File: config.mk
export PLATFORM = sky130hd
export DESIGN_NAME = blk_frame_track
export DESIGN_NICKNAME = d
export VERILOG_FILES = /design/src/rtl/blk_frame_pkg.sv /design/src/rtl/blk_hdr_decode.sv /design/src/rtl/blk_word_counter.sv /design/src/rtl/blk_out_stage.sv /design/src/rtl/blk_frame_track.sv
export SDC_FILE = /design/constraint.sdc
export NUM_CORES = 1
export LEC_CHECK = 0
export BUFFER_PORTS_ARGS = -buffer_cell sky130_fd_sc_hd__buf_2
export CORE_ASPECT_RATIO = 1.4
export CORE_MARGIN = 2
export CORE_UTILIZATION = 41
export DETAILED_ROUTE_END_ITERATION = 16
export GPL_ROUTABILITY_DRIVEN = 0
export PLACE_DENSITY = 0.74
export SLEW_MARGIN = 20
export SYNTH_ARGS = -nofsm -noshare
export SYNTH_HDL_FRONTEND = slang
export SYNTH_SLANG_ARGS = --single-unit
File: constraint.sdc
create_clock -name clk -period 1.9 [get_ports clk]
set_clock_uncertainty 0.15 [all_clocks]
set_input_delay 0.285 -clock clk [delete_from_list [all_inputs] [get_ports clk]]
set_output_delay 0.285 -clock clk [all_outputs]
set_load 0.05 [all_outputs]
File: src/rtl/blk_frame_pkg.sv
package blk_frame_pkg;
    localparam int DATA_W        = 32;
    localparam int BYTE_W        = 8;
    localparam int CTL_W         = DATA_W / BYTE_W;
    localparam int BLOCK_BITS    = 128;
    localparam int WORDS_PER_BLK = BLOCK_BITS / DATA_W;
    localparam int IDX_W         = $clog2(WORDS_PER_BLK);
    localparam int CNT_W         = $clog2(WORDS_PER_BLK + 1);

    typedef enum logic [1:0] {
        RATE_G1  = 2'b00,
        RATE_G2  = 2'b01,
        RATE_G3  = 2'b10,
        RATE_RSV = 2'b11
    } rate_e;

    typedef enum logic [1:0] {
        KIND_NONE = 2'b00,
        KIND_DATA = 2'b01,
        KIND_OSET = 2'b10,
        KIND_BAD  = 2'b11
    } blk_kind_e;

    localparam logic [1:0] SH_DATA = 2'b10;
    localparam logic [1:0] SH_OSET = 2'b01;

    typedef struct packed {
        logic [DATA_W-1:0] data;
        logic [CTL_W-1:0]  ctl;
        logic [IDX_W-1:0]  idx;
        blk_kind_e         kind;
    } word_t;

    function automatic blk_kind_e hdr_to_kind(input logic [1:0] hdr);
        case (hdr)
            SH_DATA: return KIND_DATA;
            SH_OSET: return KIND_OSET;
            default: return KIND_BAD;
        endcase
    endfunction
endpackage

File: src/rtl/blk_hdr_decode.sv
module blk_hdr_decode
    import blk_frame_pkg::*;
(
    input  logic [1:0] hdr,
    input  logic       gen3,
    input  logic       vld,
    input  logic       start,
    output blk_kind_e  kind,
    output logic       bad_evt
);
    always_comb begin
        kind    = hdr_to_kind(hdr);
        bad_evt = gen3 && vld && start && (kind == KIND_BAD);
    end
endmodule

File: src/rtl/blk_word_counter.sv
module blk_word_counter
    import blk_frame_pkg::*;
(
    input  logic             clk,
    input  logic             rst,
    input  logic             gen3,
    input  logic             vld,
    input  logic             start,
    input  blk_kind_e        kind_in,
    output logic             acc,
    output logic [IDX_W-1:0] acc_idx,
    output blk_kind_e        acc_kind,
    output logic             ferr
);
    localparam logic [CNT_W-1:0] FULL = CNT_W'(WORDS_PER_BLK);

    logic             locked_q, locked_d;
    logic [CNT_W-1:0] cnt_q, cnt_d;
    blk_kind_e        kind_q, kind_d;

    always_comb begin
        locked_d = locked_q;
        cnt_d    = cnt_q;
        kind_d   = kind_q;
        acc      = 1'b0;
        acc_idx  = '0;
        acc_kind = kind_q;
        ferr     = 1'b0;
        if (!gen3) begin
            locked_d = 1'b0;
        end else if (vld && start) begin
            if (locked_q && cnt_q != FULL) begin
                ferr     = 1'b1;
                locked_d = 1'b0;
            end else begin
                acc      = 1'b1;
                acc_kind = kind_in;
                kind_d   = kind_in;
                cnt_d    = CNT_W'(1);
                locked_d = 1'b1;
            end
        end else if (vld && locked_q) begin
            if (cnt_q == FULL) begin
                ferr     = 1'b1;
                locked_d = 1'b0;
            end else begin
                acc     = 1'b1;
                acc_idx = cnt_q[IDX_W-1:0];
                cnt_d   = cnt_q + CNT_W'(1);
            end
        end
    end

    always_ff @(posedge clk) begin
        if (rst) begin
            locked_q <= 1'b0;
            cnt_q    <= '0;
            kind_q   <= KIND_NONE;
        end else begin
            locked_q <= locked_d;
            cnt_q    <= cnt_d;
            kind_q   <= kind_d;
        end
    end

    // a word at index 0 is only ever the block-start word
    assert_idx0_on_start_R3: assert property (@(posedge clk) disable iff (rst)
        (acc && !start) |-> (acc_idx != '0));

    // an unlocked tracker accepts only block-start words
    assert_unlocked_needs_start_R7: assert property (@(posedge clk) disable iff (rst)
        (acc && !locked_q) |-> start);
endmodule

File: src/rtl/blk_out_stage.sv
module blk_out_stage
    import blk_frame_pkg::*;
(
    input  logic  clk,
    input  logic  rst,
    input  logic  acc,
    input  word_t word_in,
    input  logic  hdr_evt,
    input  logic  ferr_evt,
    output word_t word_out,
    output logic  valid_out,
    output logic  hdr_err_out,
    output logic  ferr_out
);
    always_ff @(posedge clk) begin
        if (rst) begin
            word_out    <= '0;
            valid_out   <= 1'b0;
            hdr_err_out <= 1'b0;
            ferr_out    <= 1'b0;
        end else begin
            if (acc) word_out <= word_in;
            valid_out   <= acc;
            hdr_err_out <= hdr_evt;
            ferr_out    <= ferr_evt;
        end
    end

    // a fault always drops the lock, so a second fault cannot follow at once
    assert_ferr_single_R6: assert property (@(posedge clk) disable iff (rst)
        ferr_out |=> !ferr_out);

    // the word that caused a fault is dropped
    assert_ferr_no_word_R6: assert property (@(posedge clk) disable iff (rst)
        ferr_out |-> !valid_out);
endmodule

File: src/rtl/blk_frame_track.sv
module blk_frame_track
    import blk_frame_pkg::*;
(
    input  logic              clk,
    input  logic              rst,
    input  logic [1:0]        rate_sel,
    input  logic [DATA_W-1:0] in_data,
    input  logic [CTL_W-1:0]  in_ctl,
    input  logic              in_valid,
    input  logic              in_start,
    input  logic [1:0]        in_hdr,
    output logic [DATA_W-1:0] out_data,
    output logic [CTL_W-1:0]  out_ctl,
    output logic [IDX_W-1:0]  out_idx,
    output logic [1:0]        out_kind,
    output logic              out_valid,
    output logic              hdr_err,
    output logic              frame_err
);
    logic             gen3;
    blk_kind_e        hdr_kind;
    logic             hdr_bad;
    logic             acc;
    logic [IDX_W-1:0] acc_idx;
    blk_kind_e        acc_kind;
    logic             ferr;
    word_t            word_in, word_out;

    assign gen3 = (rate_e'(rate_sel) == RATE_G3);

    blk_hdr_decode u_hdr (
        .hdr     (in_hdr),
        .gen3    (gen3),
        .vld     (in_valid),
        .start   (in_start),
        .kind    (hdr_kind),
        .bad_evt (hdr_bad)
    );

    blk_word_counter u_cnt (
        .clk      (clk),
        .rst      (rst),
        .gen3     (gen3),
        .vld      (in_valid),
        .start    (in_start),
        .kind_in  (hdr_kind),
        .acc      (acc),
        .acc_idx  (acc_idx),
        .acc_kind (acc_kind),
        .ferr     (ferr)
    );

    always_comb begin
        word_in.data = in_data;
        word_in.ctl  = in_ctl;
        word_in.idx  = acc_idx;
        word_in.kind = acc_kind;
    end

    blk_out_stage u_out (
        .clk         (clk),
        .rst         (rst),
        .acc         (acc),
        .word_in     (word_in),
        .hdr_evt     (hdr_bad),
        .ferr_evt    (ferr),
        .word_out    (word_out),
        .valid_out   (out_valid),
        .hdr_err_out (hdr_err),
        .ferr_out    (frame_err)
    );

    assign out_data = word_out.data;
    assign out_ctl  = word_out.ctl;
    assign out_idx  = word_out.idx;
    assign out_kind = word_out.kind;

    // every output word follows a valid input cycle
    assert_out_needs_valid_R4: assert property (@(posedge clk) disable iff (rst)
        out_valid |-> $past(in_valid));

    // outputs and errors only follow cycles at the 8 GT/s rate
    assert_rate_gate_R8: assert property (@(posedge clk) disable iff (rst)
        (out_valid || hdr_err || frame_err) |-> ($past(rate_sel) == RATE_G3));

    // a header error only follows a valid block-start cycle
    assert_hdr_err_on_start_R5: assert property (@(posedge clk) disable iff (rst)
        hdr_err |-> $past(in_start && in_valid));

    // an output at index 0 comes from a block-start word
    assert_idx0_from_start_R3: assert property (@(posedge clk) disable iff (rst)
        (out_valid && out_idx == '0) |-> $past(in_start));
endmodule

* After elaboration in Yosys (flattened, before gate mapping)
Cells that the tools add are included.
** Word-level totals
- Register bits :: 49
- Memories kept :: 0
- Output and inout bits :: 43
- Logic and storage cells :: 55
- RAM bits :: 0
- Input port bits :: 44
- Bits in latches :: 0
- ROM bits :: 0
** Cells by class
- Add/subtract/negate cells :: 1
- Shift operators :: 0
- Multiply operators :: 0
- Reduce and logical (&&, ||, !) cells :: 11
- Divide/modulo/power cells :: 0
- Muxes and demuxes :: 24
- Bitwise logic cells :: 1
- Equality and inequality tests :: 8
- Order comparisons :: 0
** Operators with widths (number)
- 2-bit two-way mux :: 7
- 1-bit two-way mux :: 12
- 3-bit two-way mux :: 4
- 2-bit equality test (second input constant) :: 3
- 1-bit logical AND :: 6
- 2-bit one-hot mux with 2 select lines :: 1
- 4-bit AND reduction :: 1
- 2-bit nonzero test :: 2
- 3-bit by 1-bit adder with 3-bit output (second input constant) :: 1
- 3-bit equality test (second input constant) :: 1
- 3-bit inequality test (second input constant) :: 1
- 2-bit by 1-bit equality test with 1-bit output (second input constant) :: 1
- 2-bit by 1-bit inequality test with 1-bit output (second input constant) :: 1
- 2-bit inequality test (second input constant) :: 1
- 2-bit AND reduction :: 1
- 2-bit OR reduction :: 1
- 1-bit NOT :: 1

* Depth between registers and ports, before layout
Gate-level depths: netlist of run 1.
- Depth after elaboration :: 5
- Mapped depth :: 7
- Depth with buffers taken out :: 6

* Modules after synthesis
From an unflattened synthesis of run 1, not the netlist that was laid out.
** Unflattened totals
- Cells, all modules :: 200
- Area, all modules :: 2075.7 µm²
** Modules (own cells, without submodules)
- blk_out_stage :: instances 1, seq. area each 860.8 µm², cells each 136, area an instance 1545.2 µm²
- blk_word_counter :: instances 1, seq. area each 120.1 µm², cells each 56, area an instance 467.9 µm²
- blk_hdr_decode :: instances 1, seq. area each 0.0 µm², cells each 7, area an instance 48.8 µm²
- blk_frame_track :: instances 1, seq. area each 0.0 µm², cells each 1, area an instance 13.8 µm²

* Least setup slack after synthesis of run 1
Ideal clock, no wire load.
- Path type :: reg-to-reg
- Start point :: reg u_cnt.cnt_q[0]
- End point :: reg, netlist name u_out.word_out[0]
- Data required time :: 1.618 ns
- Library setup time :: 0.132 ns
- Path slack :: 0.011 ns
- Period minus slack after synthesis :: 1.889 ns
- Arrival time :: 1.607 ns
- Stages on the path, launching flop included :: 8
- Buffers on the path :: 1
- Cell sequence :: dfxtp_1 > inv_1 > ha_1 > a21boi_4 > mux2_2 > buf_2 > o211ai_1 > a21oi_1
** On the way
- Cells in the longest elaborated chain, start to end :: 5
- Elaborated cells on any way between the ends :: 11
- Classes of those cells :: eq/ne: 2; mux: 8; reduce/logical: 1
** Ends and longest elaborated chain
- from (decl) :: line blk_word_counter.sv:18 : logic [CNT_W-1:0] cnt_q, cnt_d;
- from (signal assigned) :: line blk_word_counter.sv:61 : cnt_q <= cnt_d;
- 3-bit equality test or 3-bit inequality test (tied branches) :: line blk_word_counter.sv:43, blk_word_counter.sv:32
- 1-bit two-way mux or 1-bit logical AND (tied branches) :: line blk_word_counter.sv:43, blk_word_counter.sv:32
- 1-bit two-way mux, or another cell as far along :: line blk_word_counter.sv:42 : end else if (vld && locked_q) begin
- 1-bit two-way mux or 2-bit two-way mux (tied branches) (2 in a row)
Parallel ways exist; a longest one is shown, timed or not.
A chain may end at the register's enable or synchronous reset.

* Worst setup path in the final report of run 1
- Start point :: reg u_cnt.cnt_q[0]
- End point :: reg, netlist name u_out.word_out[13]
** On the way
- Cells in the longest elaborated chain, start to end :: 5
- Elaborated cells on any way between the ends :: 8
- Classes of those cells :: eq/ne: 2; mux: 5; reduce/logical: 1
** Ends and longest elaborated chain
- 3-bit equality test or 3-bit inequality test (tied branches) :: line blk_word_counter.sv:43, blk_word_counter.sv:32
- 1-bit two-way mux or 1-bit logical AND (tied branches) :: line blk_word_counter.sv:43, blk_word_counter.sv:32
- 1-bit two-way mux (on tied branches) :: line blk_word_counter.sv:42, blk_word_counter.sv:32
- 1-bit two-way mux * :: line blk_word_counter.sv:31 : end else if (vld && start) begin
- 1-bit two-way mux * :: line blk_word_counter.sv:29 : if (!gen3) begin
Every way passes the cells marked *; elsewhere a longest branch is shown, timed or not.

==> results.json, run 1 <==
{
  "ir_drop_mv": 0.527,
  "synth_area_um2": 1890,
  "p_per_area_nw_per_um2": 697,
  "fin_crit_ns": 1.86,
  "dieWidth_um": 61.4,
  "wl_met1_um": 1890,
  "final_cell_mix": "86 x buf_2, 77 x nand2_1, 47 x dfxtp_1",
  "report.final.hold_viol_count": 0,
  "hpwlAfterDp_um": 3250,
  "hold_class": "input pin to flop",
  "clockRootBuffer": "clkbuf_8",
  "htree_levels": 2,
  "rr_startpoint": "u_cnt.cnt_q[0]$_SDFFE_PP0P_",
  "max_cap_viol_count": 0,
  "avgSynthCellArea_um2": 8.17,
  "route.vias.total": 1882,
  "dr_wl_met2_um": 2560,
  "highest_layer": "met4",
  "arrival_ns": 1.96,
  "crit_type": "flop to flop",
  "io_buffers": 86,
  "groute.usage.overall": 0.189,
  "fmax_ghz": 0.539,
  "tightest_slew_ns": 0.598,
  "setup_viol": 0,
  "crit_start": "u_cnt.cnt_q[0]$_SDFFE_PP0P_",
  "slew_violations": 0,
  "num_antenna_cells": 0,
  "wl_met3_um": 284,
  "multi_input_area_um2": 877,
  "timing.final.crit_share": 0.976,
  "hold_slack_ns": 0.0558,
  "min-delay-start": "in_ctl[1]",
  "start_kind": "flop",
  "syn_inst": 231,
  "synth_fp_nets": 279,
  "critPathRequiredTime_ns": 2.00,
  "clk_latency_ns": 0.30,
  "io_pins": 87,
  "ys_types": 29,
  "initial_utilization": 0.420,
  "post-place-ws_ns": -0.00180,
  "cts_tree": "yes",
  "outcome": "finished clean",
  "synth_seq_area_share": 0.520,
  "layout.nets": 381,
  "via_per_inst": 4.75,
  "fin_ws_ns": 0.0447,
  "grt-ovfl-total": 0,
  "drtIter0Drc": 47,
  "antenna_found_initial": 0,
  "dr.pass1.iters": 4,
  "layout_commonest_cell": "buf_2",
  "relSlewSlack": 0.601,
  "grt_pass1_wl_um": 7470,
  "rrSetupSlack_ns": 0.04,
  "drt-total-wl_um": 4820,
  "max-clock-path-buffers": 2,
  "ys_ff_latch": 49,
  "wire_per_inst_um": 12.2,
  "coreArea_um2": 4500,
  "fillers": 441,
  "layout-drive-gt1-share": 0.404,
  "cts-buffers-inserted": 5,
  "layout.cells.non_filler": 396,
  "regArea_um2": 983,
  "leakagePower_nw": 1.24,
  "setup.worst_path.end": "u_out.word_out[13]$_SDFFE_PP0P_",
  "timing.rr.end": "u_out.word_out[13]$_SDFFE_PP0P_",
  "place_inst": 377,
  "die_area_um2": 5170,
  "ff2ff_path_depth": 9,
  "cp_max_fo": 7,
  "clk_pin_slew_worst_paths_ns": 0.10,
  "drc": 0,
  "grt_pass1_vias": 1696,
  "rsz0062_at_grt": "true",
  "cts_hold_repair.buffers": 0,
  "die_h_um": 84.3,
  "postRouteAntennaNets": 0,
  "synthToLayoutAreaGrowth_pct": 47.1,
  "grt_max_degree": 31,
  "clock-sinks": 49,
  "rows": 29,
  "crit_path_end_kind": "flop",
  "yosysWarnings": 0
}
-- worst max-delay path, cell delays in order (launching register included) --
cell	delay, ns
dfxtp_2	0.34
inv_2	0.05
ha_4	0.17
a21boi_4	0.15
buf_6	0.12
mux2i_4	0.31
buf_6	0.18
clkbuf_16	0.15
nand2_2	0.06
a21oi_2	0.12
-- how the worst min path moves through the flow --
stage / slack (ns) / cells past startpoint / end
after floorplan: 0.27 / 2 / u_out.ferr_out$_SDFF_PP0_
after global placement: 0.29 / 2 / u_out.word_out[3]$_SDFFE_PP0P_
after detailed placement: 0.29 / 2 / u_out.word_out[37]$_SDFFE_PP0P_
after CTS: 0.05 / 3 / u_out.word_out[38]$_SDFFE_PP0P_
after global routing: 0.05 / 3 / u_out.word_out[6]$_SDFFE_PP0P_
final: 0.06 / 3 / u_out.word_out[5]$_SDFFE_PP0P_
-- where the power goes --
part,total [mW],leakage (nW),switching (mW),internal [mW]
logic,0.258,0.791,0.155,0.103
registers,1.06,0.397,0.0101,1.05
clock network,0.619,0.0481,0.358,0.262
total,1.93,1.24,0.522,1.41
-- final cells by class --
class                   instances  area share
flip-flops and latches         49       0.354
multi-input cells             162       0.316
inverters                       6     0.00811
clock buffers                   5      0.0248
well taps                      62      0.0279
clock inverters                 3     0.00811
repair buffers                109       0.261
-- kinds of logic (layout without fill, tap and decap cells) --
group           after synthesis  after routing  share of synthesized area
mux                           3              3                     0.0192
compound gates               51             51                      0.152
simple gates                103            103                      0.232
fa+ha+maj                     4              4                     0.0265
xor+xnor                      1              1                    0.00464
flops                        49             49                      0.520
buf+inv                      20            123                     0.0457
-- Yosys cell counts (all sizes together) --
cell	instances	share of area
nand3	5	0.013
nor4b	1	0.0046
dfxtp	49	0.52
and4b	1	0.0053
clkbuf	5	0.0099
o211ai	1	0.0040
a221oi	1	0.0046
a211oi	2	0.0079
nor3b	1	0.0040
a21bo	1	0.0053
buf	9	0.024
a21oi	41	0.11
a21boi	1	0.0099
and2	1	0.0033
a22oi	1	0.0040
inv	6	0.012
xnor2	1	0.0046
nor3	3	0.0079
o21ai	3	0.0079
nor4	1	0.0033
nand2b	1	0.0033
nor2	6	0.012
ha	4	0.027
nand2	79	0.16
mux2i	1	0.0073
or3	2	0.0066
mux2	2	0.012
and4bb	1	0.0066
nand4b	1	0.0046
-- what timing repair did --
item	in CTS	in global routing
setup buffers	3	5
cloned	2	1
pin swaps	1	17
hold endpoints to repair	0	0
endpoints found under the setup margin	3	41
resized for setup	5	19
-- metrics by stage --
step	instance area [um^2]	TNS (ns)	util	power, mW
final	2780	0	0.617	1.93
after global routing	2780	-0.534	0.617	2.04
after CTS	2660	0	0.592	1.94
after detailed placement	2470	-0.00180	0.549	1.31
after global placement	2470	0	0.549	1.31
after floorplan	1890	0	-	1.22
-- metal layers --
metal  GRT usage  vias to the layer above
met3      0.0555                        8
met1       0.213                      850
li1            -                      967
met5           0                        -
met4      0.0619                        0
met2       0.328                       57
-- state kept, by name, summed over array words and instances (netlist names) --
signal	cells
u_out.word_out	40
u_out.ferr_out	1
u_cnt.cnt_q	3
u_cnt.locked_q	1
u_out.hdr_err_out	1
u_out.valid_out	1
u_cnt.kind_q	2
No activity file was read; power rests on OpenSTA's default activity.
==> run 2, diff against run 1 <==
Settings changed: CORE_UTILIZATION 41 to 46, PLACE_DENSITY 0.74 to 0.79.
Clock period 1.9 ns to 1.75 ns, I/O delays scaled along.
==> run 2 against run 1 <==
Net effect:
- the flow now finishes with violations (negative setup slack)
- clock power up 7.1%
- critical path depth down 1
- global-route usage up 2.5 points
- total power up 10%
- setup slack worse by 0.14 ns
- sequential share of layout area down 2.7 points
- hold slack worse by 0.016 ns
- non-clock buffer count down 1
- final cell count down 5.1%
- utilization up 14 points
- critical endpoint is now u_out.word_out[32]$_SDFFE_PP0P_
- largest cell class is now multi-input combinational cells
==> results.json, run 2 (synthesis gave the netlist of run 1 again) <==
{
  "outcome": "finished with violations",
  "violations": "negative setup slack",
  "layout.nets": 380,
  "switching_share": 0.275,
  "die_area_um2": 4640,
  "antenna_found_initial": 0,
  "p_comb_frac": 0.148,
  "largest_register": "u_out.word_out",
  "internal-power_mw": 1.55,
  "clk_latency_ns": 0.30,
  "slew_violations": 0,
  "rsz0062_at_grt": "true",
  "arrival_ns": 1.92,
  "setup_viol": 41,
  "relSlewSlack": 0.468,
  "clock-sinks": 49,
  "grt_pass1_vias": 1739,
  "reg_top3": "u_out.word_out: 40 flops, u_cnt.cnt_q: 3 flops, u_cnt.kind_q: 2 flops",
  "drt-total-wl_um": 5630,
  "fmax_ghz": 0.543,
  "critPathRequiredTime_ns": 1.82,
  "drc": 0,
  "grt_pass1_wl_um": 7710,
  "clkPwrFrac": 0.311,
  "p_total_mw": 2.13,
  "start_kind": "flop",
  "worst-path-stages": 8,
  "coreArea_um2": 3950,
  "hold_slack_ns": 0.0402,
  "layout_commonest_cell": "buf_2",
  "report.final.hold_viol_count": 0,
  "htree_levels": 2,
  "regArea_um2": 983,
  "fin_ws_ns": -0.0919,
  "hold_class": "input pin to flop",
  "crit_chain": "inv_2, ha_4, a21boi_4, mux2i_4, buf_12, clkbuf_16, nand2_2, a21oi_2",
  "fillers": 276,
  "timing.final.crit_share": 1.05,
  "ir_drop_mv": 0.612,
  "synthToLayoutAreaGrowth_pct": 59.1,
  "layout-drive-gt1-share": 0.562,
  "clk_pin_slew_worst_paths_ns": 0.09,
  "via_per_inst": 5.34,
  "rows": 27,
  "largest_reg_flops": 40,
  "crit_buf_inv": 3,
  "groute.usage.overall": 0.214,
  "cts-buffers-inserted": 5,
  "cp_top_family": "buffers and inverters",
  "drtIter0Drc": 86,
  "route.vias.total": 2009,
  "crit_path_end_kind": "flop",
  "max-clock-path-buffers": 2,
  "cp_max_fo": 6,
  "final_area_um2": 3000,
  "dpl_cell_area_um2": 2470,
  "hpwlAfterDp_um": 3380,
  "dieWidth_um": 58.1,
  "ff2ff_path_depth": 8,
  "fin_crit_ns": 1.84,
  "tightest_slew_ns": 0.798,
  "rrSetupSlack_ns": -0.09,
  "hold_path_depth": 3,
  "cp_slowest_cell": "dfxtp_2",
  "postRouteAntennaNets": 0,
  "max_cap_viol_count": 0,
  "p_seq_frac": 0.541,
  "grt_max_degree": 30,
  "leakagePower_nw": 1.27,
  "die_h_um": 79.8,
  "multi_input_area_um2": 1120,
  "final_cell_mix": "86 x buf_2, 54 x nand2_1, 47 x dfxtp_1",
  "io_pins": 87,
  "io_buffers": 86,
  "dr.pass1.iters": 4,
  "power_switching_mw": 0.586,
  "wire_per_inst_um": 15.0,
  "cpPeakStageDelay_ns": 0.34,
  "p_per_area_nw_per_um2": 710,
  "crit_type": "flop to flop",
  "num_antenna_cells": 0,
  "grt-ovfl-total": 0,
  "clockRootBuffer": "clkbuf_8",
  "initial_utilization": 0.478,
  "cts_tree": "yes"
}
run 2: layout make-up:
type | instances | area share
Clock buffer | 7 | 0.0254
Clock inverter | 1 | 0.00250
Inverter | 6 | 0.00750
Multi-Input combinational cell | 162 | 0.373
Sequential cell | 49 | 0.327
Tap cell | 43 | 0.0179
Timing Repair Buffer | 108 | 0.247
run 2: through the flow:
step | utilization | TNS, ns | worst slack [ns] | std cells
floorplan | - | 0 | 0.00450 | 231
global placement | 0.625 | 0 | 0.0133 | 360
detailed placement | 0.625 | -0.559 | -0.0559 | 360
CTS | 0.675 | -0.0282 | -0.0171 | 372
global route | 0.760 | -5.07 | -0.195 | 376
finish | 0.760 | -1.77 | -0.0919 | 376
run 2: worst register-to-register path, delay by kind of cell (launching register included):
| kind | cells | cell delay [ns] |
|---|---|---|
| compound gates | 2 | 0.34 |
| fa+ha+maj | 1 | 0.16 |
| buf+inv | 3 | 0.38 |
| flops | 1 | 0.34 |
| mux | 1 | 0.34 |
| simple gates | 1 | 0.06 |
run 2: path summary, 6_finish.rpt:
kind,startpoint,end
hold reg to reg,u_out.word_out[6]$_SDFFE_PP0P_,u_out.word_out[6]$_SDFFE_PP0P_
setup / recovery,u_cnt.cnt_q[0]$_SDFFE_PP0P_,u_out.word_out[32]$_SDFFE_PP0P_
setup reg to reg,u_cnt.cnt_q[0]$_SDFFE_PP0P_,u_out.word_out[32]$_SDFFE_PP0P_
hold / removal,in_ctl[0],u_out.word_out[4]$_SDFFE_PP0P_
run 2: timing repair:
item | 4_1_cts | 5_1_grt
resized for setup | 17 | 70
hold buffers | 0 | 0
setup buffers | 3 | 1
endpoints found under the setup margin | 31 | 43
cloned | 1 | 3
pin swaps | 7 | 38
run 2: power groups by stage:
stage               clock [mW]  combinational (mW)  sequential, mW
global placement             0               0.251            1.17
CTS                      0.657               0.272            1.15
floorplan                    0              0.0818            1.24
finish                   0.663               0.316            1.15
global route             0.721               0.337            1.15
detailed placement           0               0.254            1.17
run 2: per-layer routing:
metal	vias to the layer above	global-route usage	wire length [um]
met5	-	0	0
met4	0	0.0767	76
met3	8	0.0438	266
met2	65	0.405	3190
met1	966	0.227	2100
li1	970	-	-
